--- config.mk ---
export PLATFORM = sky130hd
export DESIGN_NAME = ipt_lookup
export DESIGN_NICKNAME = d
export VERILOG_FILES = /design/src/rtl/ipt_pkg.sv /design/src/rtl/ipt_hash.sv /design/src/rtl/ipt_store.sv /design/src/rtl/ipt_lookup.sv
export SDC_FILE = /design/constraint.sdc
export NUM_CORES = 1
export LEC_CHECK = 0
export BUFFER_PORTS_ARGS = -buffer_cell sky130_fd_sc_hd__clkbuf_2
export CORE_MARGIN = 2
export CORE_UTILIZATION = 45
export DETAILED_ROUTE_END_ITERATION = 6
export PLACE_DENSITY = 0.65
export REMOVE_ABC_BUFFERS = 1
export SETUP_SLACK_MARGIN = 0.15
export SLEW_MARGIN = 15
export SYNTH_ARGS = -nofsm -noshare
export SYNTH_HDL_FRONTEND = slang
export SYNTH_HIERARCHICAL = 1
export SYNTH_SLANG_ARGS = --single-unit
--- constraint.sdc ---
create_clock -name clk -period 11.5 [get_ports clk]
set_input_delay 2.3 -clock clk [delete_from_list [all_inputs] [get_ports clk]]
set_output_delay 2.3 -clock clk [all_outputs]
set_load 0.01 [all_outputs]
--- src/rtl/ipt_pkg.sv ---
package ipt_pkg;
  typedef enum logic [1:0] {
    OP_LOOK = 2'd0,
    OP_INS  = 2'd1,
    OP_REM  = 2'd2,
    OP_NOP  = 2'd3
  } ipt_op_e;

  typedef enum logic [1:0] {
    ST_IDLE = 2'd0,
    ST_LOOK = 2'd1,
    ST_UNLK = 2'd2
  } ipt_st_e;
endpackage

--- src/rtl/ipt_hash.sv ---
module ipt_hash #(
  parameter int PID_W     = 4,
  parameter int VPN_W     = 12,
  parameter int BKT_W     = 3,
  parameter int PID_SHIFT = 2
) (
  input  logic [PID_W-1:0] pid,
  input  logic [VPN_W-1:0] vpn,
  output logic [BKT_W-1:0] bkt
);
  function automatic logic [BKT_W-1:0] fold(input logic [VPN_W-1:0] key);
    logic [BKT_W-1:0] acc;
    acc = '0;
    for (int i = 0; i < VPN_W; i++) acc[i % BKT_W] ^= key[i];
    return acc;
  endfunction

  logic [VPN_W-1:0] key;
  assign key = vpn ^ (VPN_W'(pid) << PID_SHIFT);
  assign bkt = fold(key);
endmodule

--- src/rtl/ipt_store.sv ---
module ipt_store #(
  parameter int N_FRAMES  = 16,
  parameter int N_BUCKETS = 8,
  parameter int PID_W     = 4,
  parameter int VPN_W     = 12,
  localparam int FW = $clog2(N_FRAMES),
  localparam int BW = $clog2(N_BUCKETS)
) (
  input  logic             clk,
  input  logic             rst_n,
  // full entry write (marks valid)
  input  logic             ent_we,
  input  logic [FW-1:0]    ent_idx,
  input  logic [PID_W-1:0] ent_pid,
  input  logic [VPN_W-1:0] ent_vpn,
  input  logic             ent_nv,
  input  logic [FW-1:0]    ent_nx,
  // link rewrite
  input  logic             lnk_we,
  input  logic [FW-1:0]    lnk_idx,
  input  logic             lnk_nv,
  input  logic [FW-1:0]    lnk_nx,
  // invalidate
  input  logic             clr_we,
  input  logic [FW-1:0]    clr_idx,
  // bucket head write
  input  logic             hd_we,
  input  logic [BW-1:0]    hd_b,
  input  logic             hd_v,
  input  logic [FW-1:0]    hd_x,
  // read port A: whole entry
  input  logic [FW-1:0]    pa_idx,
  output logic             pa_v,
  output logic [PID_W-1:0] pa_pid,
  output logic [VPN_W-1:0] pa_vpn,
  output logic             pa_nv,
  output logic [FW-1:0]    pa_nx,
  // read port B: link only
  input  logic [FW-1:0]    pb_idx,
  output logic             pb_nv,
  output logic [FW-1:0]    pb_nx,
  // head read
  input  logic [BW-1:0]    hr_b,
  output logic             hr_v,
  output logic [FW-1:0]    hr_x
);
  logic             v_q   [N_FRAMES];
  logic [PID_W-1:0] pid_q [N_FRAMES];
  logic [VPN_W-1:0] vpn_q [N_FRAMES];
  logic             nv_q  [N_FRAMES];
  logic [FW-1:0]    nx_q  [N_FRAMES];
  logic             hv_q  [N_BUCKETS];
  logic [FW-1:0]    hx_q  [N_BUCKETS];

  always_ff @(posedge clk or negedge rst_n) begin
    if (!rst_n) begin
      for (int i = 0; i < N_FRAMES; i++) begin
        v_q[i]   <= 1'b0;
        pid_q[i] <= '0;
        vpn_q[i] <= '0;
        nv_q[i]  <= 1'b0;
        nx_q[i]  <= '0;
      end
      for (int b = 0; b < N_BUCKETS; b++) begin
        hv_q[b] <= 1'b0;
        hx_q[b] <= '0;
      end
    end else begin
      if (ent_we) begin
        v_q[ent_idx]   <= 1'b1;
        pid_q[ent_idx] <= ent_pid;
        vpn_q[ent_idx] <= ent_vpn;
        nv_q[ent_idx]  <= ent_nv;
        nx_q[ent_idx]  <= ent_nx;
      end
      if (lnk_we) begin
        nv_q[lnk_idx] <= lnk_nv;
        nx_q[lnk_idx] <= lnk_nx;
      end
      if (clr_we) v_q[clr_idx] <= 1'b0;
      if (hd_we) begin
        hv_q[hd_b] <= hd_v;
        hx_q[hd_b] <= hd_x;
      end
    end
  end

  assign pa_v   = v_q[pa_idx];
  assign pa_pid = pid_q[pa_idx];
  assign pa_vpn = vpn_q[pa_idx];
  assign pa_nv  = nv_q[pa_idx];
  assign pa_nx  = nx_q[pa_idx];
  assign pb_nv  = nv_q[pb_idx];
  assign pb_nx  = nx_q[pb_idx];
  assign hr_v   = hv_q[hr_b];
  assign hr_x   = hx_q[hr_b];
endmodule

--- src/rtl/ipt_lookup.sv ---
module ipt_lookup
  import ipt_pkg::*;
#(
  parameter int N_FRAMES  = 16,
  parameter int N_BUCKETS = 8,
  parameter int PID_W     = 4,
  parameter int VPN_W     = 12,
  parameter int PID_SHIFT = 2,
  localparam int FW = $clog2(N_FRAMES),
  localparam int BW = $clog2(N_BUCKETS),
  localparam int SW = $clog2(N_FRAMES + 1)
) (
  input  logic             clk,
  input  logic             rst_n,
  input  logic             req_valid,
  output logic             req_ready,
  input  logic [1:0]       req_op,
  input  logic [PID_W-1:0] req_pid,
  input  logic [VPN_W-1:0] req_vpn,
  input  logic [FW-1:0]    req_frame,
  output logic             rsp_valid,
  output logic             rsp_hit,
  output logic             rsp_err,
  output logic [FW-1:0]    rsp_frame
);
  ipt_st_e          st;
  logic [FW-1:0]    cur, tgt;
  logic             cur_v;
  logic [SW-1:0]    steps;
  logic [PID_W-1:0] key_pid;
  logic [VPN_W-1:0] key_vpn;

  // store ports
  logic             ent_we, lnk_we, clr_we, hd_we;
  logic [FW-1:0]    ent_idx, lnk_idx, clr_idx, hd_x, ent_nx, lnk_nx;
  logic             ent_nv, lnk_nv, hd_v;
  logic [BW-1:0]    hd_b, hr_b;
  logic [FW-1:0]    pa_idx, pa_nx, pb_nx, hr_x;
  logic             pa_v, pa_nv, pb_nv, hr_v;
  logic [PID_W-1:0] pa_pid;
  logic [VPN_W-1:0] pa_vpn;
  logic [BW-1:0]    req_bkt, ent_bkt;

  // named events for the checker
  logic accept, walk_busy, at_end, over_limit, key_match, pred_found;

  ipt_hash #(.PID_W(PID_W), .VPN_W(VPN_W), .BKT_W(BW), .PID_SHIFT(PID_SHIFT))
    u_hreq (.pid(req_pid), .vpn(req_vpn), .bkt(req_bkt));
  ipt_hash #(.PID_W(PID_W), .VPN_W(VPN_W), .BKT_W(BW), .PID_SHIFT(PID_SHIFT))
    u_hent (.pid(pa_pid), .vpn(pa_vpn), .bkt(ent_bkt));

  ipt_store #(.N_FRAMES(N_FRAMES), .N_BUCKETS(N_BUCKETS), .PID_W(PID_W), .VPN_W(VPN_W))
    u_store (
      .clk(clk), .rst_n(rst_n),
      .ent_we(ent_we), .ent_idx(ent_idx), .ent_pid(req_pid), .ent_vpn(req_vpn),
      .ent_nv(ent_nv), .ent_nx(ent_nx),
      .lnk_we(lnk_we), .lnk_idx(lnk_idx), .lnk_nv(lnk_nv), .lnk_nx(lnk_nx),
      .clr_we(clr_we), .clr_idx(clr_idx),
      .hd_we(hd_we), .hd_b(hd_b), .hd_v(hd_v), .hd_x(hd_x),
      .pa_idx(pa_idx), .pa_v(pa_v), .pa_pid(pa_pid), .pa_vpn(pa_vpn),
      .pa_nv(pa_nv), .pa_nx(pa_nx),
      .pb_idx(tgt), .pb_nv(pb_nv), .pb_nx(pb_nx),
      .hr_b(hr_b), .hr_v(hr_v), .hr_x(hr_x)
    );

  assign req_ready  = (st == ST_IDLE);
  assign accept     = req_valid && req_ready;
  assign walk_busy  = (st != ST_IDLE);
  assign at_end     = !cur_v;
  assign over_limit = (steps == SW'(N_FRAMES));
  assign key_match  = pa_v && (pa_pid == key_pid) && (pa_vpn == key_vpn);
  assign pred_found = pa_nv && (pa_nx == tgt);
  assign pa_idx     = (st == ST_IDLE) ? req_frame : cur;
  assign hr_b       = (req_op == OP_REM) ? ent_bkt : req_bkt;

  always_comb begin
    ent_we = 1'b0; ent_idx = req_frame; ent_nv = hr_v; ent_nx = hr_x;
    lnk_we = 1'b0; lnk_idx = cur; lnk_nv = pb_nv; lnk_nx = pb_nx;
    clr_we = 1'b0; clr_idx = req_frame;
    hd_we  = 1'b0; hd_b = req_bkt; hd_v = 1'b1; hd_x = req_frame;
    if (accept && req_op == OP_INS) begin
      ent_we = 1'b1;
      hd_we  = 1'b1;
    end else if (accept && req_op == OP_REM && pa_v && hr_v && hr_x == req_frame) begin
      hd_we  = 1'b1; hd_b = ent_bkt; hd_v = pa_nv; hd_x = pa_nx;
      clr_we = 1'b1;
    end else if (st == ST_UNLK && !at_end && !over_limit && pred_found) begin
      lnk_we  = 1'b1;
      clr_we  = 1'b1;
      clr_idx = tgt;
    end
  end

  always_ff @(posedge clk or negedge rst_n) begin
    if (!rst_n) begin
      st <= ST_IDLE;
      cur <= '0; cur_v <= 1'b0; tgt <= '0; steps <= '0;
      key_pid <= '0; key_vpn <= '0;
      rsp_valid <= 1'b0; rsp_hit <= 1'b0; rsp_err <= 1'b0; rsp_frame <= '0;
    end else begin
      rsp_valid <= 1'b0;
      unique case (st)
        ST_IDLE: if (accept) begin
          unique case (req_op)
            OP_LOOK: begin
              key_pid <= req_pid; key_vpn <= req_vpn;
              cur <= hr_x; cur_v <= hr_v; steps <= '0;
              st <= ST_LOOK;
            end
            OP_INS: begin
              rsp_valid <= 1'b1; rsp_hit <= 1'b1; rsp_err <= 1'b0; rsp_frame <= req_frame;
            end
            OP_REM: begin
              tgt <= req_frame;
              if (!pa_v || (hr_v && hr_x == req_frame)) begin
                rsp_valid <= 1'b1; rsp_hit <= pa_v; rsp_err <= 1'b0; rsp_frame <= req_frame;
              end else begin
                cur <= hr_x; cur_v <= hr_v; steps <= '0;
                st <= ST_UNLK;
              end
            end
            default: ;
          endcase
        end
        ST_LOOK: begin
          if (at_end || over_limit) begin
            rsp_valid <= 1'b1; rsp_hit <= 1'b0; rsp_err <= !at_end; rsp_frame <= '0;
            st <= ST_IDLE;
          end else if (key_match) begin
            rsp_valid <= 1'b1; rsp_hit <= 1'b1; rsp_err <= 1'b0; rsp_frame <= cur;
            st <= ST_IDLE;
          end else begin
            cur <= pa_nx; cur_v <= pa_nv; steps <= steps + 1'b1;
          end
        end
        ST_UNLK: begin
          if (at_end || over_limit) begin
            rsp_valid <= 1'b1; rsp_hit <= 1'b0; rsp_err <= 1'b1; rsp_frame <= tgt;
            st <= ST_IDLE;
          end else if (pred_found) begin
            rsp_valid <= 1'b1; rsp_hit <= 1'b1; rsp_err <= 1'b0; rsp_frame <= tgt;
            st <= ST_IDLE;
          end else begin
            cur <= pa_nx; cur_v <= pa_nv; steps <= steps + 1'b1;
          end
        end
        default: st <= ST_IDLE;
      endcase
    end
  end
endmodule

### Word level (Yosys, flattened, before mapping)

Index checks and enable logic that the tools add are counted.

| word-level totals | value |
|---|---|
| flip-flop bits (word level) | 431 |
| bits of input ports | 25 |

| cells by class | value |
|---|---|
| equal/unequal tests | 20 |
| mux-type cells | 140 |
| add/sub/neg operators | 1 |
| bitwise logic cells | 30 |
| reduce and logical (&&, ||, !) cells | 30 |
| $lt $le $gt $ge | 11 |

Operator list:

| cell | count |
|---|---|
| 192-bit bitwise mux | 1 |
| 64-bit bitwise mux | 3 |
| 64-bit two-way mux | 2 |
| 4-bit two-way mux | 29 |
| 16-bit two-way mux | 4 |
| 12-bit binary-select mux with 4-bit select | 1 |
| 4-bit binary-select mux with 4-bit select | 3 |
| 12-bit demux with 4-bit select | 1 |
| 1-bit two-way mux | 46 |
| 12-bit two-way mux | 3 |
| 16-bit bitwise mux | 2 |
| 32-bit bitwise mux | 1 |
| 4-bit demux with 4-bit select | 2 |
| 5-bit two-way mux | 6 |
| 5-bit greater-or-equal comparator, second input constant | 5 |
| 4-bit inverter with 5-bit output | 5 |
| 4-bit one-hot mux with 3 select lines | 2 |
| 12-bit by 6-bit XOR with 12-bit output | 2 |
| 1-bit XOR | 18 |
| 1-bit logical AND | 17 |
| 16-bit AND | 1 |
| 16-bit inverter | 1 |
| 16-bit OR | 1 |
| 4-bit one-hot mux with 2 select lines | 2 |
| 38 further kinds | 74 |

### Depth between registers and ports, before layout

Gate-level depths: netlist of run 1.

| logic depth | value |
|---|---|
| word-level depth | 27 |
| depth in mapped cells | 27 |
| mapped depth without buffers | 20 |

### Modules after synthesis

The synthesis of run 1 kept the hierarchy.

Modules (own cells, without submodules):

| module | seq. area each (um^2) | instances | area an instance (um^2) | cells an instance |
|---|---|---|---|---|
| ipt_store | 9,809.4 | 1 | 19,772.7 | 1,465 |
| ipt_lookup | 975.9 | 1 | 2,534.9 | 232 |
| ipt_hash | 0.0 | 2 | 136.4 | 10 |

### Worst setup path before layout of run 1

Ideal clock, no wire load.

| timing path | value |
|---|---|
| kind | input-to-reg |
| from | input port req_frame[0] |
| to | register u_store/hv_q[5] in the netlist's numbering |
| data arrival time | 7.619 ns |
| slack | 3.753 ns |
| stages | 21 |
| path buffers | 3 |
| data required time | 11.372 ns |
| path through | mux2_2 buf_6 buf_2 mux4_2 a22oi_2 nand2_1 xnor3_1 xnor2_1 mux2_2 buf_2 mux4_2 mux2_2 xor2_1 nor3_1 and3_1 nand2_1 nor2_2 mux2_1 nand2b_1 nor3b_2 mux2_1 |

| between the ends | value |
|---|---|
| longest elaborated chain between the ends | 24 |
| elaborated cells between the ends (all ways) | 49 |

Ends and longest elaborated chain:

| item | RTL line | text |
|---|---|---|
| start: declaration | ipt_lookup.sv:20 | `input logic [FW-1:0] req_frame,` |
| 4-bit two-way mux (*) | ipt_lookup.sv:73 | `assign pa_idx = (st == ST_IDLE) ? req_frame : cur;` |
| 4-bit inverter with 5-bit output (implied by the code) (*) | ipt_store.sv:89 | `assign pa_pid = pid_q[pa_idx];` |
| 4-bit binary-select mux with 4-bit select (*) | ipt_store.sv:89 |  |
| 4-bit two-way mux (implied by the code) (*) (2 in series) | ipt_store.sv:89 |  |
| named net pa_pid[1] | ipt_lookup.sv:40 | `logic [PID_W-1:0] pa_pid;` |
| 12-bit by 6-bit XOR with 12-bit output (*) | ipt_hash.sv:19 | `assign key = vpn ^ (VPN_W'(pid) << PID_SHIFT);` |
| 1-bit XOR (*) (3 in series) | ipt_hash.sv:14 | `for (int i = 0; i < VPN_W; i++) acc[i % BKT_W] ^= key[i];` |
| named net ent_bkt[0] | ipt_lookup.sv:42 | `logic [BW-1:0] req_bkt, ent_bkt;` |
| [1 not listed] | - |  |
| named net hr_b[0] | ipt_lookup.sv:37 | `logic [BW-1:0] hd_b, hr_b;` |
| [4 not listed] | - |  |
| named net ent_nx[0] | ipt_lookup.sv:35 | `logic [FW-1:0] ent_idx, lnk_idx, clr_idx, hd_x, ent_nx, lnk_nx;` |
| [3 not listed] | - |  |
| 3-bit two-way mux (*) | ipt_lookup.sv:81 | `if (accept && req_op == OP_INS) begin` |
| named net hd_b[0] | ipt_lookup.sv:37 |  |
| 3-bit inverter with 4-bit output (implied by the code) (*) | ipt_store.sv:82 | `hv_q[hd_b] <= hd_v;` |
| 4-bit greater-or-equal comparator (implied by the code) or 4-bit by 1-bit less-than comparator with 1-bit output (tied branches) | ipt_store.sv:82 |  |
| 1-bit logical AND (implied by the code) | ipt_store.sv:82 |  |
| 1-bit two-way mux (implied by the code) | ipt_store.sv:82 |  |
| 1-bit demux with 3-bit select (*) | ipt_store.sv:82 |  |
| 8-bit bitwise mux (*) | ipt_store.sv:82 |  |
| end signal: indexed assignment | ipt_store.sv:82 |  |
| end: declaration | ipt_store.sv:52 | `logic hv_q [N_BUCKETS];` |

Mark *: on every way through the listed nets, which the timed path passes. The rest lies on a longest branch. The select of a mux whose other input is x is not followed.
A chain may end at the register's enable or synchronous reset.

### Final worst setup path of run 1

| timing path | value |
|---|---|
| from | input port req_frame[0] |
| to | register u_store/hx_q[14] in the netlist's numbering |

| between the ends | value |
|---|---|
| longest elaborated chain between the ends | 24 |
| elaborated cells between the ends (all ways) | 49 |

Ends and longest elaborated chain:

| item | RTL line | text |
|---|---|---|
| 4-bit two-way mux (*) | ipt_lookup.sv:73 |  |
| named net pa_idx[0] | ipt_lookup.sv:38 | `logic [FW-1:0] pa_idx, pa_nx, pb_nx, hr_x;` |
| 4-bit inverter with 5-bit output (implied by the code) (*) | ipt_store.sv:89 |  |
| 4-bit binary-select mux with 4-bit select (*) | ipt_store.sv:89 |  |
| 4-bit two-way mux (implied by the code) (*) (2 in series) | ipt_store.sv:89 |  |
| named net pa_pid[1] | ipt_lookup.sv:40 |  |
| 12-bit by 6-bit XOR with 12-bit output (*) | ipt_hash.sv:19 |  |
| 1-bit XOR (*) (3 in series) | ipt_hash.sv:14 |  |
| named net ent_bkt[0] | ipt_lookup.sv:42 |  |
| [1 not listed] | - |  |
| named net hr_b[0] | ipt_lookup.sv:37 |  |
| [4 not listed] | - |  |
| named net ent_nx[0] | ipt_lookup.sv:35 |  |
| [3 not listed] | - |  |
| 3-bit two-way mux (*) | ipt_lookup.sv:81 |  |
| named net hd_b[0] | ipt_lookup.sv:37 |  |
| 3-bit inverter with 4-bit output (implied by the code) (*) | ipt_store.sv:83 | `hx_q[hd_b] <= hd_x;` |
| 4-bit greater-or-equal comparator (implied by the code) or 4-bit by 1-bit less-than comparator with 1-bit output (tied branches) | ipt_store.sv:83 |  |
| 1-bit logical AND (implied by the code) | ipt_store.sv:83 |  |
| 4-bit two-way mux (implied by the code) | ipt_store.sv:83 |  |
| 4-bit demux with 3-bit select (*) | ipt_store.sv:83 |  |
| 32-bit bitwise mux (*) | ipt_store.sv:83 |  |
| end signal: indexed assignment | ipt_store.sv:66 | `hx_q[b] <= '0;` |
| end signal: indexed assignment | ipt_store.sv:83 |  |
| end: declaration | ipt_store.sv:53 | `logic [FW-1:0] hx_q [N_BUCKETS];` |

Marked as above.

==> run metrics, run 1 <==
Pins Over Slew Limit 0; arrival time worst endpoint 9.24 ns; fin crit share 76.2%; Die Height 228 µm; FP Rows 82; Setup CP Type in -> reg; area post-placement 23100 µm²; clk_lat worst skew 0.62 ns; LEAKAGE 10.9 nW; crit-path cells clkbuf_2 > mux2_8 > mux4_2 > a22oi_2 > nand2_1 > xnor3_1 > xnor2_1 > mux2_2 > mux4_2 > mux2_2 > xor2_1 > nor3_1 > and3_1 > nand2_1 > nor2_2 > mux2_1 > nand2b_1 > nor3b_2 > mux2_2; count of cell types in the netlist 70; Critical Path Source Type primary input; Initial Util 45.3%; H-tree Lvls 2; gpl congestion 0.851; antenna viol nets, final 0; GR Layer Usage met3 4.06%; commonest non-fill, non-tap cells in the layout 431 x dfrtp_1, 264 x mux2_2, 118 x mux4_2; CTS clk-pin slew, worst paths 0.06 ns; fmax 0.114 GHz; CTS buffer count 49; vias per inst 6.34; Worst Setup End Kind flip-flop; #FFs+latches synth 431; Post-synth EDFFs 0; dpl hpwl 36.5 mm; 1st-iter DRT viols 1580; die area 52000 µm²; Final Setup Violations 0; TNS Setup 0 ns; fin area 24800 µm²; met1 capacity usage during global routing 32.5%; CTS Buffer Depth 3; Slowest Stage Delay on Critical Path 0.75 ns; I/O pin count 33; worst rel slew slack 21.4%; synthesis-to-layout area growth 9.76%; commonest non-fill, non-tap cell in the layout dfrtp_1; layout cells sized above 1 35.4%; CTS tree done; Synth Flop Type dfrtp_1; final critical-path required period 8.77 ns; Die Wd 228 µm; maximum fanout along the worst path 66; yosys warns 6; Post-Syn Instances 1717; via count 15100; worst vdd ir 0.143 mV; Critical Path RT 11.97 ns; gr ovfl total 0; largest net degree at the start of global routing 118; RSZ-0062 raised after global routing no; Setup Fix Bufs, Post-CTS 0; run status complete, no violations; clock tree sinks 431; Root Buffer Master clkbuf_16; initial antenna violation count 0; Worst Hold Class reg -> reg; register area share after synthesis 47.8%; Worst Tran Pin Value 1.18 ns; drt drc 0; final hold viol count 0; Critical-path top delay cell mux2_8; core area 49900 µm²; synthesized area 22600 µm²; post-cts sizing count 0; GRT Total Usage 23.9%; Synth Area per Inst 13.2 µm²; number of global-route vias before repair 15600; hold_ws 0.482 ns; diode count 0; Cell Pwr Density 242 nW/µm²; Post-CTS Hold Buffers 0; CP dominant cell by count mux2_2; number of port buffers 32; gr busiest metal met2; first-pass GRT wire length 95.7 mm; Max Cap Viol 0; fin nets 1707; total wire length 61.6 mm; Wirelength per Cell 25.8 µm; Initial DRT Pass Iterations 6; met2 Track Usage GR 38.3%; async set-reset flop share out of synthesis 100%; Clock Skew 0.0420 ns
[sequential cells by signal, summed over array words and instances (netlist names)]
| name | flops |
|---|---|
| cur | 4 |
| rsp_valid | 1 |
| key_pid | 4 |
| cur_v | 1 |
| u_store/nx_q | 64 |
| st | 2 |
| steps | 5 |
| tgt | 4 |
| u_store/v_q | 16 |
| rsp_err | 1 |
| u_store/vpn_q | 192 |
| u_store/hx_q | 32 |
| u_store/hv_q | 8 |
| rsp_frame | 4 |
| key_vpn | 12 |
| u_store/pid_q | 64 |
| rsp_hit | 1 |
| u_store/nv_q | 16 |
[final timing paths]
kind	start	end	slack [ns]	depth (start not counted)
max	req_frame[0]	u_store/hx_q[14]$_DFFE_PN0P_	2.73	19
min	u_store/vpn_q[106]$_DFFE_PN0P_	u_store/vpn_q[106]$_DFFE_PN0P_	0.48	1
max reg2reg	st[0]$_DFFE_PN0P_	u_store/hx_q[14]$_DFFE_PN0P_	3.55	20
min reg2reg	u_store/vpn_q[106]$_DFFE_PN0P_	u_store/vpn_q[106]$_DFFE_PN0P_	0.48	1
max in group asynchronous	rst_n	tgt[2]$_DFFE_PN0P_	7.62	3
min in group asynchronous	rst_n	u_store/pid_q[46]$_DFFE_PN0P_	1.71	1
[stage by stage]
stage,worst slack (ns),total power [mW],cells,utilization [%]
floorplan,2.13,3.63,1567,-
global placement,2.24,4.28,2294,46.2
detailed placement,2.16,4.35,2294,46.2
CTS,2.76,6.02,2385,49.7
global route,2.31,6.28,2385,49.7
finish,2.73,6.01,2385,49.7
[worst max-delay path: cells and delay by family]
| kind | cells | cell delay, ns |
|---|---|---|
| AO/OA/AOI/OAI | 1 | 0.20 |
| XOR/XNOR | 3 | 0.95 |
| buffers and inverters | 1 | 0.27 |
| multiplexers | 7 | 3.70 |
| AND/OR/NAND/NOR | 7 | 1.73 |
[routing by layer]
layer  vias to the layer above  wire length (µm)
met5                         -                 0
met4                         0              2230
met3                       155              4160
met2                       657             29600
met1                      7913             25600
li1                       6407                 -
[cells in the mapped netlist, types with 11 or more instances]
master	count	area share (%)
clkbuf_1	96	1.6
o21ai_0	84	1.9
dfrtp_1	431	48
xnor2_1	11	0.43
a31oi_1	85	2.4
mux4_2	118	12
or2_2	13	0.36
buf_2	21	0.47
inv_1	13	0.22
nand2_1	40	0.66
a22oi_1	32	1.1
xor2_1	25	0.97
nor2_1	15	0.25
mux2_1	79	3.9
nor3_1	86	1.9
o22a_1	12	0.47
a22oi_2	17	0.94
nand3_1	102	2.3
buf_4	13	0.43
buf_6	12	0.60
mux2_2	266	13
[power breakdown]
part,switching (mW),internal (mW),total (mW)
clock network,0.665,0.982,1.65
registers,0.246,1.90,2.15
logic,1.25,0.963,2.21
total,2.16,3.84,6.01
[kinds of logic (layout without fill, tap and decap cells)]
logic type               after synthesis  count (layout)  share of synthesized area, %
XOR/XNOR                              44              44                          2.14
AND/OR/NAND/NOR                      336             336                          8.67
flip-flops                           431             431                          47.8
buffers and inverters                163             159                          3.51
multiplexers                         474             474                          29.7
adder cells (fa/ha/maj)                9               9                         0.499
AO/OA/AOI/OAI                        260             260                          7.74
[area by class of cell]
type                            instances  area [µm²]
Multi-Input combinational cell       1123       11000
Fill cell                            4354       25100
Clock inverter                         28         347
Tap cell                              672         841
Sequential cell                       431       10800
Inverter                               13        48.8
Timing Repair Buffer                   55         354
Clock buffer                           63        1370
(Power assumes the default switching activity.)
==> inputs of run 2 (changes only) <==
- ABC_AREA: default -> 1
- clock period: 11.5 -> 8.22 ns (I/O delays scaled with it)
==> run metrics, run 2 <==
top-count cell post-synth nand2_1; Pins Over Slew Limit 0; Synth Area in Adders 0.472%; Max Cap Viol 0; fin crit share 84.0%; H-tree Lvls 2; CTS clk-pin slew, worst paths 0.06 ns; Initial Util 45.5%; CTS tree done; vias per inst 5.33; initial antenna violation count 1; Post-synth EDFFs 0; Die Height 234 µm; Critical Path RT 8.71 ns; core area 52400 µm²; RSZ-0062 raised after global routing no; compound-gate portion of the synthesized area 10.7%; register area share after synthesis 45.2%; Wirelength per Cell 18.0 µm; Worst Hold Class reg -> reg; Worst Setup End Kind flip-flop; synthesized area 23900 µm²; worst rel slew slack 19.3%; top post-synthesis cells by area dfrtp_1 45%, nand2_1 20%, nand3_1 8.9%; number of global-route vias before repair 20100; combinational share of power 48.9%; CTS buffer count 49; top cell type's share of synthesized area 45.2%; yosys warns 6; commonest non-fill, non-tap cell in the layout nand2_1; Net Sw Frac 47.0%; #FFs+latches synth 431; Synth Flop Type dfrtp_1; fin area 26100 µm²; async set-reset flop share out of synthesis 100%; FP Rows 84; register share of total power 29.9%; Clock Skew 0.0237 ns; biggest regs u_store/vpn_q x192, u_store/nx_q x64, u_store/pid_q x64; Final Setup Violations 0; fmax 0.145 GHz; fin nets 3419; Clk pwr share 21.2%; Cell Pwr Density 395 nW/µm²; post-cts sizing count 0; largest reg by FF count u_store/vpn_q; gr ovfl total 0; final hold viol count 0; GRT Total Usage 27.4%; CP dominant cell by count nand2_1; first-pass GRT wire length 117 mm; total power 10.3 mW; M1 WL 32.2 mm; Post-CTS Hold Buffers 0; Initial DRT Pass Iterations 6; Post-Syn Instances 3455; Synth Area per Inst 6.90 µm²; total wire length 74.1 mm; final critical-path required period 6.90 ns; arrival time worst endpoint 7.39 ns; Critical-path top delay cell buf_12; uppermost layer routed met4; layout cells sized above 1 5.70%; gpl congestion 0.906; maximum fanout along the worst path 179; main combinational cell family by area after synthesis simple AND/OR/NAND/NOR gates; Die Wd 234 µm; Synth Area in XOR/XNOR 0.551%; Int Pwr 5.47 mW; Root Buffer Master clkbuf_16; count of cell types in the netlist 38; Critical Path Source Type primary input; area post-placement 24500 µm²; clk_lat worst skew 0.61 ns; synthesis-to-layout area growth 9.50%; drt drc 0; via count 21900; met2 WL 33.7 mm; Simple-Gate Fraction of Synth Area 32.1%; worst vdd ir 0.287 mV; CTS Buffer Depth 3; Worst Tran Pin Value 1.21 ns; Synth area leader dfrtp_1; max reg flops 192; antenna viol nets, final 0; number of port buffers 32; LEAKAGE 13.4 nW; Setup CP Type in -> reg; I/O pin count 33; post-synthesis mux area share 0.252%; DR WL met3 6.16 mm; largest net degree at the start of global routing 180; clock tree sinks 431; list of most frequent post-synthesis cells 1251 x nand2_1, 456 x inv_1, 431 x dfrtp_1, 423 x nand3_1, 373 x o21ai_0; Setup Fix Bufs, Post-CTS 0; dpl hpwl 44.6 mm; commonest non-fill, non-tap cells in the layout 1247 x nand2_1, 455 x inv_1, 431 x dfrtp_1; die area 54900 µm²; 1st-iter DRT viols 2520; run status complete, no violations; sw power 4.85 mW; Slowest Stage Delay on Critical Path 0.67 ns
## run 2: power groups by stage
stage	combinational [mW]	clock, mW	sequential (mW)
floorplan	3.33	0	3.04
global placement	4.86	0	3.09
detailed placement	4.91	0	3.10
CTS	4.93	2.23	3.08
global route	5.59	2.32	3.15
finish	5.04	2.19	3.08
## run 2: cell type report
cell class	instances	area, µm²
Clock inverter	8	91.3
Timing Repair Buffer	63	465
Fill cell	5272	26300
Sequential cell	431	10800
Tap cell	688	861
Antenna cell	1	2.50
Inverter	469	1770
Clock buffer	81	1520
Multi-Input combinational cell	2371	10600
## run 2: per-stage QoR
stage	cells	util (%)	setup TNS, ns	hold slack (ns)	setup WS [ns]
after floorplan	3271	-	-2468.81	0.445	-16.18
after global placement	4022	46.7	0	0.463	1.12
after detailed placement	4022	46.7	0	0.468	0.935
after CTS	4111	49.8	0	0.484	1.55
after global routing	4112	49.8	0	0.495	0.826
final	4112	49.8	0	0.480	1.32
## run 2: critical path, delay by kind of cell
family | cells | cell delay, ns
xor gates and xnor gates | 1 | 0.26
and+or+nand+nor | 20 | 2.27
AOI/OAI and AO/OA | 5 | 0.82
buffers and inverters | 11 | 2.28
## run 2: layer usage
metal  track usage [%]  vias to the layer above
met2              43.7                      839
met5                 0                        -
met3              5.14                      128
li1                  -                    10700
met1              37.9                    10300
met4              8.13                        0
## run 2: path summary, 6_finish.rpt
path / startpoint / endpoint / slack (ns) / depth (start not counted)
max reg2reg: st[0]$_DFFE_PN0P_ / u_store/nx_q[35]$_DFF_PN0_ / 1.57 / 39
min: u_store/vpn_q[44]$_DFFE_PN0P_ / u_store/vpn_q[44]$_DFFE_PN0P_ / 0.48 / 2
max: req_frame[0] / u_store/nx_q[35]$_DFF_PN0_ / 1.32 / 37
min in group asynchronous: rst_n / u_store/pid_q[39]$_DFFE_PN0P_ / 1.05 / 1
max in group asynchronous: rst_n / u_store/hx_q[30]$_DFFE_PN0P_ / 5.73 / 2
min reg2reg: u_store/vpn_q[44]$_DFFE_PN0P_ / u_store/vpn_q[44]$_DFFE_PN0P_ / 0.48 / 2
## run 2: kinds of logic (layout without fill, tap and decap cells)
| group | count (synthesis) | in the layout |
|---|---|---|
| xor+xnor | 15 | 15 |
| buf+inv | 653 | 621 |
| compound gates | 478 | 478 |
| fa+ha+maj | 9 | 9 |
| mux | 5 | 5 |
| other cells | 0 | 1 |
| simple gates | 1864 | 1864 |
| flops | 431 | 431 |
==> inputs of run 3 (changes only) <==
- ABC_AREA: 1 -> 0
- clock period: 8.22 -> 6.5 ns (I/O delays scaled with it)
==> run metrics, run 3 (synthesis results as in run 1) <==
run status complete, no violations; largest net degree at the start of global routing 142; largest reg by FF count u_store/vpn_q; arrival time worst endpoint 6.70 ns; diode count 0; CTS clk-pin slew, worst paths 0.06 ns; dpl hpwl 37.6 mm; GRT Total Usage 24.0%; met1 capacity usage during global routing 32.7%; synthesis-to-layout area growth 13.0%; Final Setup Violations 0; Worst Setup End Kind flip-flop; Worst Hold Class reg -> reg; worst rel slew slack 17.5%; final worst setup slack 0.312 ns; worst slack at placement -0.431 ns; Clock Skew 0.0203 ns; Initial Util 45.3%; Critical Path RT 7.01 ns; total wire length 62.6 mm; CTS tree done; CP dominant cell by count buf_4; core area 49900 µm²; vias per inst 6.30; number of port buffers 32; commonest non-fill, non-tap cell in the layout dfrtp_1; fin crit share 95.2%; first-pass GRT wire length 96.7 mm; antenna viol nets, final 0; 1st-iter DRT viols 1723; Root Buffer Master clkbuf_16; dpl cells 2382; TNS Setup 0 ns; crit-path cells clkbuf_2 > mux2_8 > buf_12 > buf_4 > mux4_2 > a22oi_2 > nand2_2 > xnor3_1 > xnor2_2 > mux2_4 > buf_4 > mux4_2 > mux2_2 > xnor2_1 > and3_4 > nand2_1 > buf_4 > nand2_1 > inv_1 > or3b_1 > buf_4 > or2_1 > a31oi_1; Buf+Inv Stages, Crit Path 7; H-tree Lvls 2; area post-placement 23800 µm²; Die Wd 228 µm; Finished Layout Cells 2467; clock tree sinks 431; Die Height 228 µm; Cell Pwr Density 425 nW/µm²; reg2reg setup slack 0.39 ns; RSZ-0062 raised after global routing yes; Pins Over Slew Limit 0; fin nets 1807; gpl congestion 0.862; Worst Tran Pin Value 1.24 ns; CTS buffer count 48; Slowest Stage Delay on Critical Path 0.50 ns; Max Cap Viol 0; Post-CTS Hold Buffers 0; Critical-path top delay cell mux4_2; fin area 25500 µm²; Setup CP Type in -> reg; fmax 0.162 GHz; hold_ws 0.477 ns; biggest regs u_store/vpn_q x192, u_store/nx_q x64, u_store/pid_q x64; FP Rows 82; final critical-path required period 6.19 ns; drt drc 0; I/O pin count 33; met2 Track Usage GR 37.9%; worst vdd ir 0.265 mV; commonest non-fill, non-tap cells in the layout 431 x dfrtp_1, 264 x mux2_2, 118 x mux4_2; Critical Path Source Type primary input; CTS Buffer Depth 3; gr busiest metal met2; die area 52000 µm²; Wirelength per Cell 25.4 µm; max reg flops 192; gr ovfl total 0; initial antenna violation count 2; fill count 4280; LEAKAGE 11.3 nW; clk_lat worst skew 0.60 ns; GR Layer Usage met3 5.03%; Initial DRT Pass Iterations 6; number of global-route vias before repair 16200; final hold viol count 0; via count 15500; layout cells sized above 1 39.0%; delay-heaviest family, CP multiplexers; maximum fanout along the worst path 11
## run 3: cell count changes in the layout (fill, tap and decap cells not counted), moves of 76 or more
| cell | delta |
|---|---|
| buf_4 | +82 |
| nand3_1 | -319 |
| mux4_2 | +118 |
| mux2_1 | +76 |
| inv_1 | -443 |
| nor3_1 | +78 |
| mux2_2 | +260 |
| nand2_1 | -1208 |
| o21ai_0 | -284 |
| nor2_1 | -134 |
| a31oi_1 | +81 |
## run 3: power by group
part	internal, mW	total, mW	switching (mW)
Combinational	2.14	4.50	2.36
Clock	1.46	2.54	1.09
Sequential	3.36	3.80	0.437
## run 3: cell type report
type,count,area [µm²],area share (%)
clock buffer,67,1370,5.38
clock inverter,5,65.1,0.255
inverter,13,48.8,0.191
multi-input combinational,1125,11200,43.7
sequential,431,10800,42.3
tap,672,841,3.30
timing repair buffer,154,1250,4.89
## run 3: final timing paths
| check | cells past startpoint | startpoint | to |
|---|---|---|---|
| min in group asynchronous | 1 | rst_n | u_store/pid_q[46]$_DFFE_PN0P_ |
| min reg2reg | 1 | u_store/pid_q[22]$_DFFE_PN0P_ | u_store/pid_q[22]$_DFFE_PN0P_ |
| min | 1 | u_store/pid_q[22]$_DFFE_PN0P_ | u_store/pid_q[22]$_DFFE_PN0P_ |
| max | 23 | req_frame[0] | u_store/nx_q[59]$_DFF_PN0_ |
| max reg2reg | 24 | st[1]$_DFFE_PN0P_ | u_store/nx_q[59]$_DFF_PN0_ |
| max in group asynchronous | 2 | rst_n | st[1]$_DFFE_PN0P_ |
## run 3: per-stage QoR
stage	total power, mW	utilization (%)
2_1_floorplan	6.42	-
6_report	10.8	51.2
3_5_place_dp	8.08	47.8
5_1_grt	11.3	51.2
3_3_place_gp	7.97	47.8
4_1_cts	10.7	50.7
## run 3: layer usage
| metal | up-vias | wire length [µm] |
|---|---|---|
| met4 | 4 | 2440 |
| met5 | - | 27 |
| li1 | 6576 | - |
| met2 | 715 | 29300 |
| met3 | 156 | 5080 |
| met1 | 8086 | 25700 |
## run 3: timing repair
item	in CTS	in global routing
setup buffers	0	11
resized for setup	0	25
endpoints found under the setup margin	0	135
